--- src/rtl/cdt_pkg.sv ---
package cdt_pkg;
  localparam int ADDR_W = 2;

  typedef enum logic [ADDR_W-1:0] {
    REG_IVAL  = 2'd0,
    REG_COUNT = 2'd1,
    REG_CTRL  = 2'd2,
    REG_STAT  = 2'd3
  } cdt_reg_e;

  localparam int CTRL_IEN_BIT     = 0;
  localparam int CTRL_ONESHOT_BIT = 1;
  localparam int STAT_FLAG_BIT    = 0;
  localparam int STAT_RUN_BIT     = 1;

  typedef struct packed {
    logic oneshot;
    logic ien;
  } cdt_ctrl_t;
endpackage

--- src/rtl/cdt_rst_sync.sv ---
module cdt_rst_sync #(
  parameter int STAGES = 2
) (
  input  logic clk,
  input  logic rst_n,
  output logic rst_sync_n
);
  logic [STAGES-1:0] sh_q;

  always_ff @(posedge clk or negedge rst_n) begin
    if (!rst_n) sh_q <= '0;
    else        sh_q <= {sh_q[STAGES-2:0], 1'b1};
  end

  assign rst_sync_n = sh_q[STAGES-1];
endmodule

--- src/rtl/cdt_regfile.sv ---
module cdt_regfile
  import cdt_pkg::*;
#(
  parameter int DATA_W = 32,
  localparam int VAL_W = DATA_W - 1
) (
  input  logic              clk,
  input  logic              rst_n,
  input  logic              we,
  input  logic [ADDR_W-1:0] addr,
  input  logic [DATA_W-1:0] wdata,
  input  logic              expire,
  output logic              iv_wr,
  output logic [VAL_W-1:0]  iv_val,
  output logic              iv_force,
  output logic [VAL_W-1:0]  ival_q,
  output logic [VAL_W-1:0]  ival_nxt,
  output cdt_ctrl_t         ctrl_q,
  output logic              flag_q
);
  logic      ctrl_wr;
  logic      flag_clr;
  logic      flag_en;
  logic      flag_d;
  cdt_ctrl_t ctrl_d;

  // write decode
  always_comb begin
    iv_wr    = we && (addr == REG_IVAL);
    ctrl_wr  = we && (addr == REG_CTRL);
    flag_clr = we && (addr == REG_STAT) && wdata[STAT_FLAG_BIT];
    iv_val   = wdata[VAL_W-1:0];
    iv_force = wdata[DATA_W-1];
  end

  // next-state values
  always_comb begin
    ival_nxt       = iv_wr ? iv_val : ival_q;
    ctrl_d.ien     = wdata[CTRL_IEN_BIT];
    ctrl_d.oneshot = wdata[CTRL_ONESHOT_BIT];
    flag_en        = expire | flag_clr;
    flag_d         = expire | (flag_q & ~flag_clr);
  end

  always_ff @(posedge clk or negedge rst_n) begin
    if (!rst_n) begin
      ival_q <= '0;
    end else if (iv_wr) begin
      ival_q <= iv_val;
    end
  end

  always_ff @(posedge clk or negedge rst_n) begin
    if (!rst_n) begin
      ctrl_q <= '0;
    end else if (ctrl_wr) begin
      ctrl_q <= ctrl_d;
    end
  end

  always_ff @(posedge clk or negedge rst_n) begin
    if (!rst_n) begin
      flag_q <= 1'b0;
    end else if (flag_en) begin
      flag_q <= flag_d;
    end
  end
endmodule

--- src/rtl/cdt_counter.sv ---
module cdt_counter #(
  parameter int VAL_W = 31
) (
  input  logic             clk,
  input  logic             rst_n,
  input  logic             iv_wr,
  input  logic [VAL_W-1:0] iv_val,
  input  logic             iv_force,
  input  logic [VAL_W-1:0] ival_nxt,
  input  logic             oneshot,
  output logic [VAL_W-1:0] cnt_q,
  output logic             run_q,
  output logic             expire
);
  localparam logic [VAL_W-1:0] ONE = VAL_W'(1);

  logic [VAL_W-1:0] cnt_d;
  logic             run_d;
  logic             upd_en;
  logic             wr_zero;

  assign expire  = run_q && (cnt_q == '0);
  assign wr_zero = (iv_val == '0);
  assign upd_en  = iv_wr | run_q;

  always_comb begin
    cnt_d = cnt_q;
    run_d = run_q;
    if (iv_wr && !run_q) begin
      // idle: a non-zero length starts the channel
      if (!wr_zero) begin
        run_d = 1'b1;
        cnt_d = iv_val - ONE;
      end
    end else if (iv_wr && iv_force) begin
      // running, immediate action
      if (wr_zero) begin
        run_d = 1'b0;
        cnt_d = '0;
      end else begin
        cnt_d = iv_val - ONE;
      end
    end else if (expire) begin
      // interval end: reload or stop, using the latest stored length
      if (oneshot || (ival_nxt == '0)) begin
        run_d = 1'b0;
        cnt_d = '0;
      end else begin
        cnt_d = ival_nxt - ONE;
      end
    end else if (run_q) begin
      cnt_d = cnt_q - ONE;
    end
  end

  always_ff @(posedge clk or negedge rst_n) begin
    if (!rst_n) begin
      cnt_q <= '0;
      run_q <= 1'b0;
    end else if (upd_en) begin
      cnt_q <= cnt_d;
      run_q <= run_d;
    end
  end
endmodule

--- src/rtl/cdt_readmux.sv ---
module cdt_readmux
  import cdt_pkg::*;
#(
  parameter int DATA_W = 32,
  localparam int VAL_W = DATA_W - 1
) (
  input  logic [ADDR_W-1:0] addr,
  input  logic [VAL_W-1:0]  ival_q,
  input  logic [VAL_W-1:0]  cnt_q,
  input  cdt_ctrl_t         ctrl_q,
  input  logic              flag_q,
  input  logic              run_q,
  output logic [DATA_W-1:0] rdata
);
  always_comb begin
    rdata = '0;
    case (addr)
      REG_IVAL:  rdata = {1'b0, ival_q};
      REG_COUNT: rdata = {1'b0, cnt_q};
      REG_CTRL: begin
        rdata[CTRL_IEN_BIT]     = ctrl_q.ien;
        rdata[CTRL_ONESHOT_BIT] = ctrl_q.oneshot;
      end
      default: begin
        rdata[STAT_FLAG_BIT] = flag_q;
        rdata[STAT_RUN_BIT]  = run_q;
      end
    endcase
  end
endmodule

--- src/rtl/cdt_channel.sv ---
module cdt_channel
  import cdt_pkg::*;
#(
  parameter int DATA_W     = 32,
  parameter int SYNC_STAGES = 2,
  localparam int VAL_W     = DATA_W - 1
) (
  input  logic              clk,
  input  logic              rst_n,
  input  logic              we,
  input  logic [ADDR_W-1:0] addr,
  input  logic [DATA_W-1:0] wdata,
  output logic [DATA_W-1:0] rdata,
  output logic              irq
);
  logic             rst_int_n;
  logic             iv_wr;
  logic [VAL_W-1:0] iv_val;
  logic             iv_force;
  logic [VAL_W-1:0] ival_q;
  logic [VAL_W-1:0] ival_nxt;
  cdt_ctrl_t        ctrl_q;
  logic             flag_q;
  logic [VAL_W-1:0] cnt_q;
  logic             run_q;
  logic             expire;

  cdt_rst_sync #(.STAGES(SYNC_STAGES)) u_rst_sync (
    .clk        (clk),
    .rst_n      (rst_n),
    .rst_sync_n (rst_int_n)
  );

  cdt_regfile #(.DATA_W(DATA_W)) u_regfile (
    .clk      (clk),
    .rst_n    (rst_int_n),
    .we       (we),
    .addr     (addr),
    .wdata    (wdata),
    .expire   (expire),
    .iv_wr    (iv_wr),
    .iv_val   (iv_val),
    .iv_force (iv_force),
    .ival_q   (ival_q),
    .ival_nxt (ival_nxt),
    .ctrl_q   (ctrl_q),
    .flag_q   (flag_q)
  );

  cdt_counter #(.VAL_W(VAL_W)) u_counter (
    .clk      (clk),
    .rst_n    (rst_int_n),
    .iv_wr    (iv_wr),
    .iv_val   (iv_val),
    .iv_force (iv_force),
    .ival_nxt (ival_nxt),
    .oneshot  (ctrl_q.oneshot),
    .cnt_q    (cnt_q),
    .run_q    (run_q),
    .expire   (expire)
  );

  cdt_readmux #(.DATA_W(DATA_W)) u_readmux (
    .addr   (addr),
    .ival_q (ival_q),
    .cnt_q  (cnt_q),
    .ctrl_q (ctrl_q),
    .flag_q (flag_q),
    .run_q  (run_q),
    .rdata  (rdata)
  );

  assign irq = flag_q & ctrl_q.ien;
endmodule

--- config.mk ---
export PLATFORM = sky130hd
export DESIGN_NAME = cdt_channel
export DESIGN_NICKNAME = d
export VERILOG_FILES = /design/src/rtl/cdt_pkg.sv /design/src/rtl/cdt_rst_sync.sv /design/src/rtl/cdt_regfile.sv /design/src/rtl/cdt_counter.sv /design/src/rtl/cdt_readmux.sv /design/src/rtl/cdt_channel.sv
export SDC_FILE = /design/constraint.sdc
export NUM_CORES = 1
export LEC_CHECK = 0
export ABC_CLOCK_PERIOD_IN_PS = 1850
export BUFFER_PORTS_ARGS = -buffer_cell sky130_fd_sc_hd__buf_2
export CORE_ASPECT_RATIO = 1.25
export CORE_MARGIN = 2
export CORE_UTILIZATION = 54
export DETAILED_ROUTE_END_ITERATION = 16
export GPL_ROUTABILITY_DRIVEN = 0
export HOLD_SLACK_MARGIN = 0.02
export PLACE_DENSITY = 0.88
export SLEW_MARGIN = 20
export SYNTH_ARGS = -nofsm -noshare
export SYNTH_HDL_FRONTEND = slang
export SYNTH_SLANG_ARGS = --single-unit
--- constraint.sdc ---
create_clock -name clk -period 1.85 [get_ports clk]
set_input_delay 0.4625 -clock clk [delete_from_list [all_inputs] [get_ports clk]]
set_output_delay 0.4625 -clock clk [all_outputs]
set_load 0.05 [all_outputs]
==> key figures, run 1 <==
Synthesis
  • Avg Synthesized Cell Area: 7.925 sq um
  • Yosys synthesis warning count: 0
  • Area share of the largest cell type after synthesis: 30.03%
  • Count of mapped cells out of synthesis: 715
  • Sequential share of the synthesized area: 30.03%
  • Top FF cell, synth: dfrtp_1
  • Async SR Flop Fraction: 100.0%
  • Most frequent cell after synthesis: nand2_1
  • Number of library cell types mapped by synthesis: 67
  • Synth area leader: dfrtp_1
  • Cell types occupying the most area after synthesis: dfrtp_1 (30%), mux2i_1 (7.4%), nand2_1 (6.3%)
  • Net count after synthesis: 758
  • Post-synth EDFFs: 0
  • Synth Cell Area: 5667 sq um
  • Synth Register Bits: 68
  • Top cell types by occurrence after synthesis: nand2_1 (95), dfrtp_1 (68), nor2_1 (67)

Die
  • X dimension of the die: 95.63 microns
  • Rows: 41
  • Initial core utilization: 55.79%
  • Top-Level Pins: 70
  • Overall die height: 118.5 microns

Status
  • Error msg: [ERROR GRT-0116] Global routing finished with congestion. Check the congestion regions in the DRC Viewer.
  • Fail Step: global routing
  • Status: stopped before the end

Global route
  • Overall fraction of global-route tracks in use: 83.25%
  • Maximum number of pins on one net before global-route repair: 25
  • Overflow left after global routing: 135
  • Vias in the first global route: 10970
  • Global-route wire length before repair: 70.86 mm

Clocking
  • Clock tree root driver cell: clkbuf_16
  • Inserted Clock Buffers: 9
  • Count of H-tree levels built during CTS: 3
  • Worst-case clock buffer depth: 2
  • Number of clock sinks seen by CTS: 68

Placed design
  • Number of port buffers: 68
  • Half-perimeter wire length after detailed placement: 19.67 mm
metrics by stage:
stage	setup WS (ps)	cell area, sq um	cells	util, %	setup TNS (ps)
detailed placement	-1398	8199	1132	80.72	-48000
global placement	-1138	8199	1132	80.72	-40470
floorplan	-1635	5928	715	-	-36610
CTS	-798.1	9681	1191	95.31	-38470
metal layers:
layer | GRT overflow | track usage [%]
met5 | 0 | 24.51
met4 | 57 | 85.89
met1 | 3 | 82.66
met3 | 0 | 72.91
met2 | 75 | 94.93
cell families after synthesis:
kind of cell | share of synthesized area (%)
AND/OR/NAND/NOR | 30.45
AO/OA/AOI/OAI | 16.03
flip-flops | 30.03
buffers and inverters | 4.681
XOR/XNOR | 8.346
multiplexers | 9.008
adder cells (fa/ha/maj) | 1.325
other | 0.1325
what timing repair did:
| action | CTS |
|---|---|
| setup endpoints to repair | 69 |
| endpoints found under the hold margin | 2 |
| gates cloned | 5 |
| gates resized for setup | 187 |
| pin swaps | 34 |
| hold buffers | 1 |
| buffers inserted | 39 |
==> run 2: changes to the inputs <==
Settings changed: ABC_CLOCK_PERIOD_IN_PS 1850 to 2410, CORE_ASPECT_RATIO 1.25 to default, CORE_UTILIZATION 54 to 40, HOLD_SLACK_MARGIN 0.02 to default, PLACE_DENSITY 0.88 to default, PLACE_DENSITY_LB_ADDON from default to 0.15.
Clock period 1.85 ns to 2.41 ns, I/O delays scaled along.
==> run 2 against run 1 <==
The flow now finishes, with violations (setup timing); synthesized cell count is the same; area after synthesis is the same.
==> key figures, run 2 <==
Die
  • Top-Level Pins: 70 (unchanged)
  • Rows: 43 (+4.9%)
  • Initial core utilization: 40.82% (-15 points)
  • X dimension of the die: 123.0 microns (+29%)
  • Total Die Area: 15140 sq um
  • Core area: 13880 sq um
  • Overall die height: 123.0 microns (+3.8%)

Routing
  • Final antenna-violating net count: 0
  • Via density per instance: 6.138
  • Total Wirelength: 25.29 mm
  • Number of iterations in the first detailed-routing pass: 6
  • Iteration-0 DRC Markers: 790
  • DR DRC count: 0
  • Average detailed-routed wire length per instance: 21.62 microns
  • Total number of vias: 7182

Synthesis
  • Number of library cell types mapped by synthesis: 67 (unchanged)
  • Count of mapped cells out of synthesis: 715 (unchanged)
  • Net count after synthesis: 758 (unchanged)
  • Cell types occupying the most area after synthesis: dfrtp_1 (30%), mux2i_1 (7.4%), nand2_1 (6.3%)
  • Area share of the largest cell type after synthesis: 30.03% (unchanged)
  • Async SR Flop Fraction: 100.0% (unchanged)
  • Synth Cell Area: 5667 sq um (unchanged)
  • Sequential share of the synthesized area: 30.03% (unchanged)
  • Synth Register Bits: 68 (unchanged)
  • Avg Synthesized Cell Area: 7.925 sq um (unchanged)
  • Synth area leader: dfrtp_1
  • Yosys synthesis warning count: 0 (unchanged)
  • Top cell types by occurrence after synthesis: nand2_1 (95), dfrtp_1 (68), nor2_1 (67)
  • Top FF cell, synth: dfrtp_1
  • Most frequent cell after synthesis: nand2_1
  • Post-synth EDFFs: 0 (unchanged)

Global route
  • Maximum number of pins on one net before global-route repair: 32
  • Overflow left after global routing: 0
  • Antenna violations before repair: 0
  • Overall fraction of global-route tracks in use: 33.76%
  • Vias in the first global route: 6899
  • Global-route wire length before repair: 38.23 mm

Final layout
  • Largest registers: u_counter.cnt_q (31), u_regfile.ival_q (31)
  • Fin nets: 1028
  • Most used cells in the layout excluding fill and tap cells: buf_4 (211), nand2_1 (91), dfrtp_1 (67)
  • Most common cell after layout, fill and taps aside: buf_4
  • Area growth, synth to finish: 56.39%
  • Area taken by flip-flops and latches: 1703 sq um
  • Count of fill cells added during filler insertion: 1184
  • Share of final-layout standard cells stronger than drive strength 1: 41.52%
  • Number of diodes: 0
  • Total area of multi-input combinational cells: 4099 sq um
  • Final instance count without filler cells: 1170
  • Post-layout utilization of the core: 63.85%

Critical path
  • Kind of end point of the critical path: flip-flop
  • Critical setup path kind: in -> reg
  • CP Launch Type: primary input
  • Arrival time reported for the critical path endpoint: 2980 ps
  • Largest fanout on the critical path: 4
  • CP required: 2650 ps

Pwr
  • Total design power: 0.006797 W
  • Maximum vdd ir drop: 0.0004344 V
  • Power per cell area: 767.0 nW/um^2
  • Leakage power summed over all cells: 4.086 nW

STA
  • Setup total negative slack: -5663 ps
  • Transition time of the tightest slew-check pin: 553.9 ps
  • Achievable Freq: 0.3648 GHz
  • Final Hold Fails: 0
  • Max-slew violation count: 0
  • Post-layout min period: 2741 ps
  • Setup repair after global routing missed its margin: yes
  • Setup slack after layout: -331.2 ps
  • Relative slew slack: 63.07%
  • Final critical-path share of the clock period: 113.7%
  • Total setup violations reported at the end of the flow: 31
  • Setup skew after layout: 5.669 ps

Clocking
  • Clock tree root driver cell: clkbuf_16
  • Hold Buf Count CTS: 0 (-1)
  • Worst-Skew Late Latency: 350 ps
  • Clock tree from TritonCTS: done
  • Number of clock sinks seen by CTS: 68 (unchanged)
  • Worst-case clock buffer depth: 2 (unchanged)
  • Count of H-tree levels built during CTS: 3 (unchanged)
  • Inserted Clock Buffers: 9 (unchanged)
  • Post-CTS clock slew at the launch and capture registers of the worst setup and hold paths: 60 ps

Placed design
  • Worst slack at placement: -806.7 ps (+591.2 ps)
  • Number of port buffers: 68 (unchanged)
  • Inst Count DP: 1121 (-0.97%)
  • Half-perimeter wire length after detailed placement: 17.34 mm (-12%)

Status
  • Violations in the final reports: setup timing
  • Status: complete, but fails checks

Worst hold path
  • Type of the tightest min-delay check: in -> async

Flow run
  • Number of maximum-capacitance violations: 0
run 2: where the power goes:
part	switching [W]	leakage [nW]	internal, W
logic	0.00197	3.07	0.00154
registers	0.000309	0.843	0.00145
clock network	0.000537	0.169	0.000987
run 2: path summary, 6_finish.rpt:
| path | start | to | slack, ps | cells past startpoint |
|---|---|---|---|---|
| worst min-delay path | rst_n | u_rst_sync.sh_q[1] | 20 | 1 |
| max in group asynchronous | u_rst_sync.sh_q[1] | u_regfile.flag_q | 1520 | 1 |
| worst max-delay path | addr[0] | u_counter.cnt_q[18] | -330 | 11 |
| worst max register to register | u_regfile.ival_q[1] | u_counter.cnt_q[23] | -290 | 7 |
| worst min register to register | u_rst_sync.sh_q[1] | u_regfile.ival_q[17] | 260 | 0 |
| min in group clk | u_rst_sync.sh_q[0] | u_rst_sync.sh_q[1] | 350 | 0 |
run 2: cell families (layout without fill, tap and decap cells):
family / after synthesis / in the layout / synth area share (%)
AND/OR/NAND/NOR: 340 / 340 / 30.45
AO/OA/AOI/OAI: 131 / 131 / 16.03
flip-flops: 68 / 68 / 30.03
buffers and inverters: 66 / 341 / 4.681
XOR/XNOR: 54 / 54 / 8.346
multiplexers: 48 / 48 / 9.008
adder cells (fa/ha/maj): 6 / 6 / 1.325
other: 2 / 2 / 0.1325
run 2: per-layer routing:
layer	global-route usage [%]	part of all wire (%)	vias up	wire [microns]
met5	0	0	-	0
met4	17.83	6.2	0	1557
met1	44.48	39	3420	9942
met3	4.843	9.1	131	2311
li1	-	-	3174	-
met2	53.73	45	457	11480
run 2: cell type report:
cell class | instances | area share (%)
Timing Repair Buffer | 304 | 27.30
Tap cell | 180 | 2.541
Clock inverter | 4 | 0.7906
Sequential cell | 68 | 19.21
Multi-Input combinational cell | 581 | 46.25
Clock buffer | 12 | 3.007
Inverter | 21 | 0.8895
run 2: worst max-delay path: stages:
cell and delay, ps:
buf_6 90, or3b_4 420, nand2_2 70, a21boi_4 200, ha_4 160, or3b_4 390, nor4_4 200, a2bb2oi_2 220
nand4b_1 150, xnor2_1 160, a221o_1 310
run 2: per-stage QoR:
step	hold slack [ps]	area [sq um]
after floorplan	306.9	5887
after global placement	274.1	7785
after detailed placement	271.0	7785
after CTS	23.22	8672
after global routing	24.09	8862
final	23.41	8862
run 2: what timing repair did:
item                                   4_1_cts  5_1_grt
cloned                                       4        0
pin swaps                                   18       23
endpoints found under the hold margin        0        0
setup endpoints to repair                   62       33
buffers inserted                            23        7
gates resized for setup                     54       26
No activity file was read; power rests on OpenSTA's default activity.
==> run 3: changes to the inputs <==
Settings changed: CTS_BUF_LIST from default to sky130_fd_sc_hd__clkbuf_2, SETUP_SLACK_MARGIN from default to 0.5.
==> run 3 against run 2 <==
The flow still finishes with violations (setup timing); via count increased by 3.5%; total power is 1.3% higher; sequential share of layout area down 1.9 points; first-iteration DRC count up 7.0%; final cell count rose by 2.4%; maximum frequency up 3.7%; design area increased by 11%; core utilization up 7.1 points; critical path depth fell by 1; register-to-register slack improved by 60 ps; non-clock buffer count up 28; combinational power is 27% higher; critical endpoint is now u_counter.cnt_q[30]; largest cell class unchanged; largest power group unchanged.
==> key figures, run 3 (synthesis gave the netlist of run 2 again) <==
STA
  • Achievable Freq: 0.3782 GHz (+3.7%)
  • Setup slack after layout: -234.0 ps (+97.17 ps)
  • Post-layout min period: 2644 ps (-97.17 ps)
  • Setup repair after global routing missed its margin: yes
  • Transition time of the tightest slew-check pin: 722.2 ps (+168.2 ps)
  • Max-slew violation count: 0 (unchanged)
  • Setup skew after layout: 26.28 ps (+20.61 ps)
  • Relative slew slack: 51.86% (-11 points)
  • Total setup violations reported at the end of the flow: 34 (+9.7%)
  • Final Hold Fails: 0 (unchanged)
  • Final critical-path share of the clock period: 109.7% (-4.0 points)

Clocking
  • Number of clock sinks seen by CTS: 68 (unchanged)
  • Worst-case clock buffer depth: 2 (unchanged)
  • Inserted Clock Buffers: 9 (unchanged)
  • Post-CTS clock slew at the launch and capture registers of the worst setup and hold paths: 210 ps (+150 ps)
  • Clock tree from TritonCTS: done
  • Clock tree root driver cell: clkbuf_2
  • Count of H-tree levels built during CTS: 3 (unchanged)
  • Worst-Skew Late Latency: 590 ps (+240 ps)

Routing
  • Total number of vias: 7436 (+3.5%)
  • Average detailed-routed wire length per instance: 22.16 microns (+2.5%)
  • DR DRC count: 0 (unchanged)
  • Number of iterations in the first detailed-routing pass: 8 (+2)
  • Final antenna-violating net count: 0 (unchanged)
  • Iteration-0 DRC Markers: 845 (+7.0%)
  • Via density per instance: 6.207 (+1.1%)
  • Total Wirelength: 26.54 mm (+4.9%)

Global route
  • Global-route wire length before repair: 39.83 mm (+4.2%)
  • Maximum number of pins on one net before global-route repair: 40 (+25%)
  • Antenna violations before repair: 0 (unchanged)
  • Most used routing layer: met2
  • Vias in the first global route: 7169 (+3.9%)
  • Overall fraction of global-route tracks in use: 35.15% (+1.4 points)
  • Overflow left after global routing: 0 (unchanged)
  • GR Util met1: 44.81% (+0.33 points)
  • Met2 track demand over resource in global routing: 56.35% (+2.6 points)
  • Met3 track utilization from global routing: 6.504% (+1.7 points)

Pwr
  • Power per cell area: 699.5 nW/um^2 (-8.8%)
  • Leakage power summed over all cells: 4.219 nW (+3.3%)
  • Maximum vdd ir drop: 0.0004125 V (-5.0%)

Critical path
  • Critical setup path kind: reg -> reg
  • Arrival time reported for the critical path endpoint: 3120 ps (+140 ps)
  • Maximum cell stage delay along the critical path: 450 ps (+30 ps)
  • Kind of cell with the highest combined delay on the critical path: simple AND/OR/NAND/NOR gates
  • Count of buffer and inverter cells on the critical path: 4 (+3)
  • Worst path slowest cell: dfrtp_1
  • Largest fanout on the critical path: 4 (unchanged)
  • Series of cell instances along the critical path: nor4_2 > buf_4 > nand4b_1 > buf_4 > buf_4 > buf_4 > nor4_1 > o31ai_1 > a221oi_2 > o21ai_1
  • Reg2Reg Setup Slack: -230 ps (+60 ps)
  • Crit path top cell by count: buf_4
  • Kind of end point of the critical path: flip-flop
  • CP Launch Type: flip-flop
  • CP required: 2890 ps (+240 ps)

Die
  • Core area: 13880 sq um (unchanged)
  • Overall die height: 123.0 microns (unchanged)
  • Rows: 43 (unchanged)
  • Top-Level Pins: 70 (unchanged)
  • X dimension of the die: 123.0 microns (unchanged)
  • Initial core utilization: 40.82% (unchanged)
  • Total Die Area: 15140 sq um (unchanged)

Final layout
  • Number of diodes: 0 (unchanged)
  • Largest registers: u_counter.cnt_q (31), u_regfile.ival_q (31)
  • Most common cell after layout, fill and taps aside: buf_4
  • Area growth, synth to finish: 73.70%
  • Count of fill cells added during filler insertion: 1050 (-11%)
  • Final instance count without filler cells: 1198 (+2.4%)
  • Share of final-layout standard cells stronger than drive strength 1: 47.45% (+5.9 points)
  • Area taken by flip-flops and latches: 1709 sq um (+0.37%)
  • Most used cells in the layout excluding fill and tap cells: buf_4 (191), nand2_1 (90), buf_6 (63)
  • Total area of multi-input combinational cells: 4668 sq um (+14%)
  • Fin nets: 1057 (+2.8%)
  • Post-layout utilization of the core: 70.91% (+7.1 points)

Placed design
  • Half-perimeter wire length after detailed placement: 18.12 mm (+4.5%)
  • Inst Count DP: 1129 (+0.71%)
  • Number of port buffers: 68 (unchanged)

Status
  • Violations in the final reports: setup timing
  • Status: complete, but fails checks

Worst hold path
  • Type of the tightest min-delay check: in -> reg

Flow run
  • Number of maximum-capacitance violations: 0 (unchanged)
## run 3: tightest hold or removal path, delay by kind of cell
family                 cells  cell delay (ps)
buffers and inverters      1              140
and+or+nand+nor            2              140
## run 3: cell type report
type / instances / share of cell area (%)
clock inverters: 5 / 0.2034
well taps: 180 / 2.288
flip-flops and latches: 68 / 17.36
clock buffers: 10 / 0.5085
repair buffers: 332 / 31.41
multi-input cells: 582 / 47.43
inverters: 21 / 0.8008
## run 3: worst paths after layout
check                              startpoint                    to  depth (start not counted)
setup / recovery           u_counter.cnt_q[9]   u_counter.cnt_q[30]                         10
hold / removal                      wdata[30]  u_regfile.ival_q[30]                          3
setup reg to reg           u_counter.cnt_q[9]   u_counter.cnt_q[30]                         10
hold reg to reg            u_rst_sync.sh_q[1]   u_counter.cnt_q[19]                          0
max in group asynchronous  u_rst_sync.sh_q[1]      u_regfile.flag_q                          1
min in group asynchronous               rst_n    u_rst_sync.sh_q[1]                          2
## run 3: what timing repair did
action                                 4_1_cts  5_1_grt
endpoints found under the hold margin        2        0
pin swaps                                   40       37
gates resized for setup                    240       71
setup buffers                               38       10
setup endpoints to repair                   67       67
cloned                                       4        1
hold buffers                                 1        0
## run 3: power by group
part / switching, W / internal (W)
clock: 0.000453 / 0.000120
sequential: 0.000382 / 0.00146
combinational: 0.00230 / 0.00218
## run 3: stage by stage
step	setup slack, ps	power [W]	instance area [sq um]	setup TNS (ps)	hold slack [ps]
global route	-256.0	0.007232	9843	-5347	293.4
floorplan	-1215	0.003610	6071	-23010	306.9
global placement	-759.7	0.004944	7961	-18040	334.6
CTS	-158.6	0.006500	9423	-1213	267.1
finish	-234.0	0.006885	9843	-3367	301.3
detailed placement	-816.3	0.005021	7961	-19680	354.2
## run 3: routing by layer
metal | vias up | share of wire (%)
li1 | 3245 | -
met1 | 3552 | 37
met2 | 506 | 47
met3 | 133 | 10
met4 | 0 | 5.6
met5 | - | 0
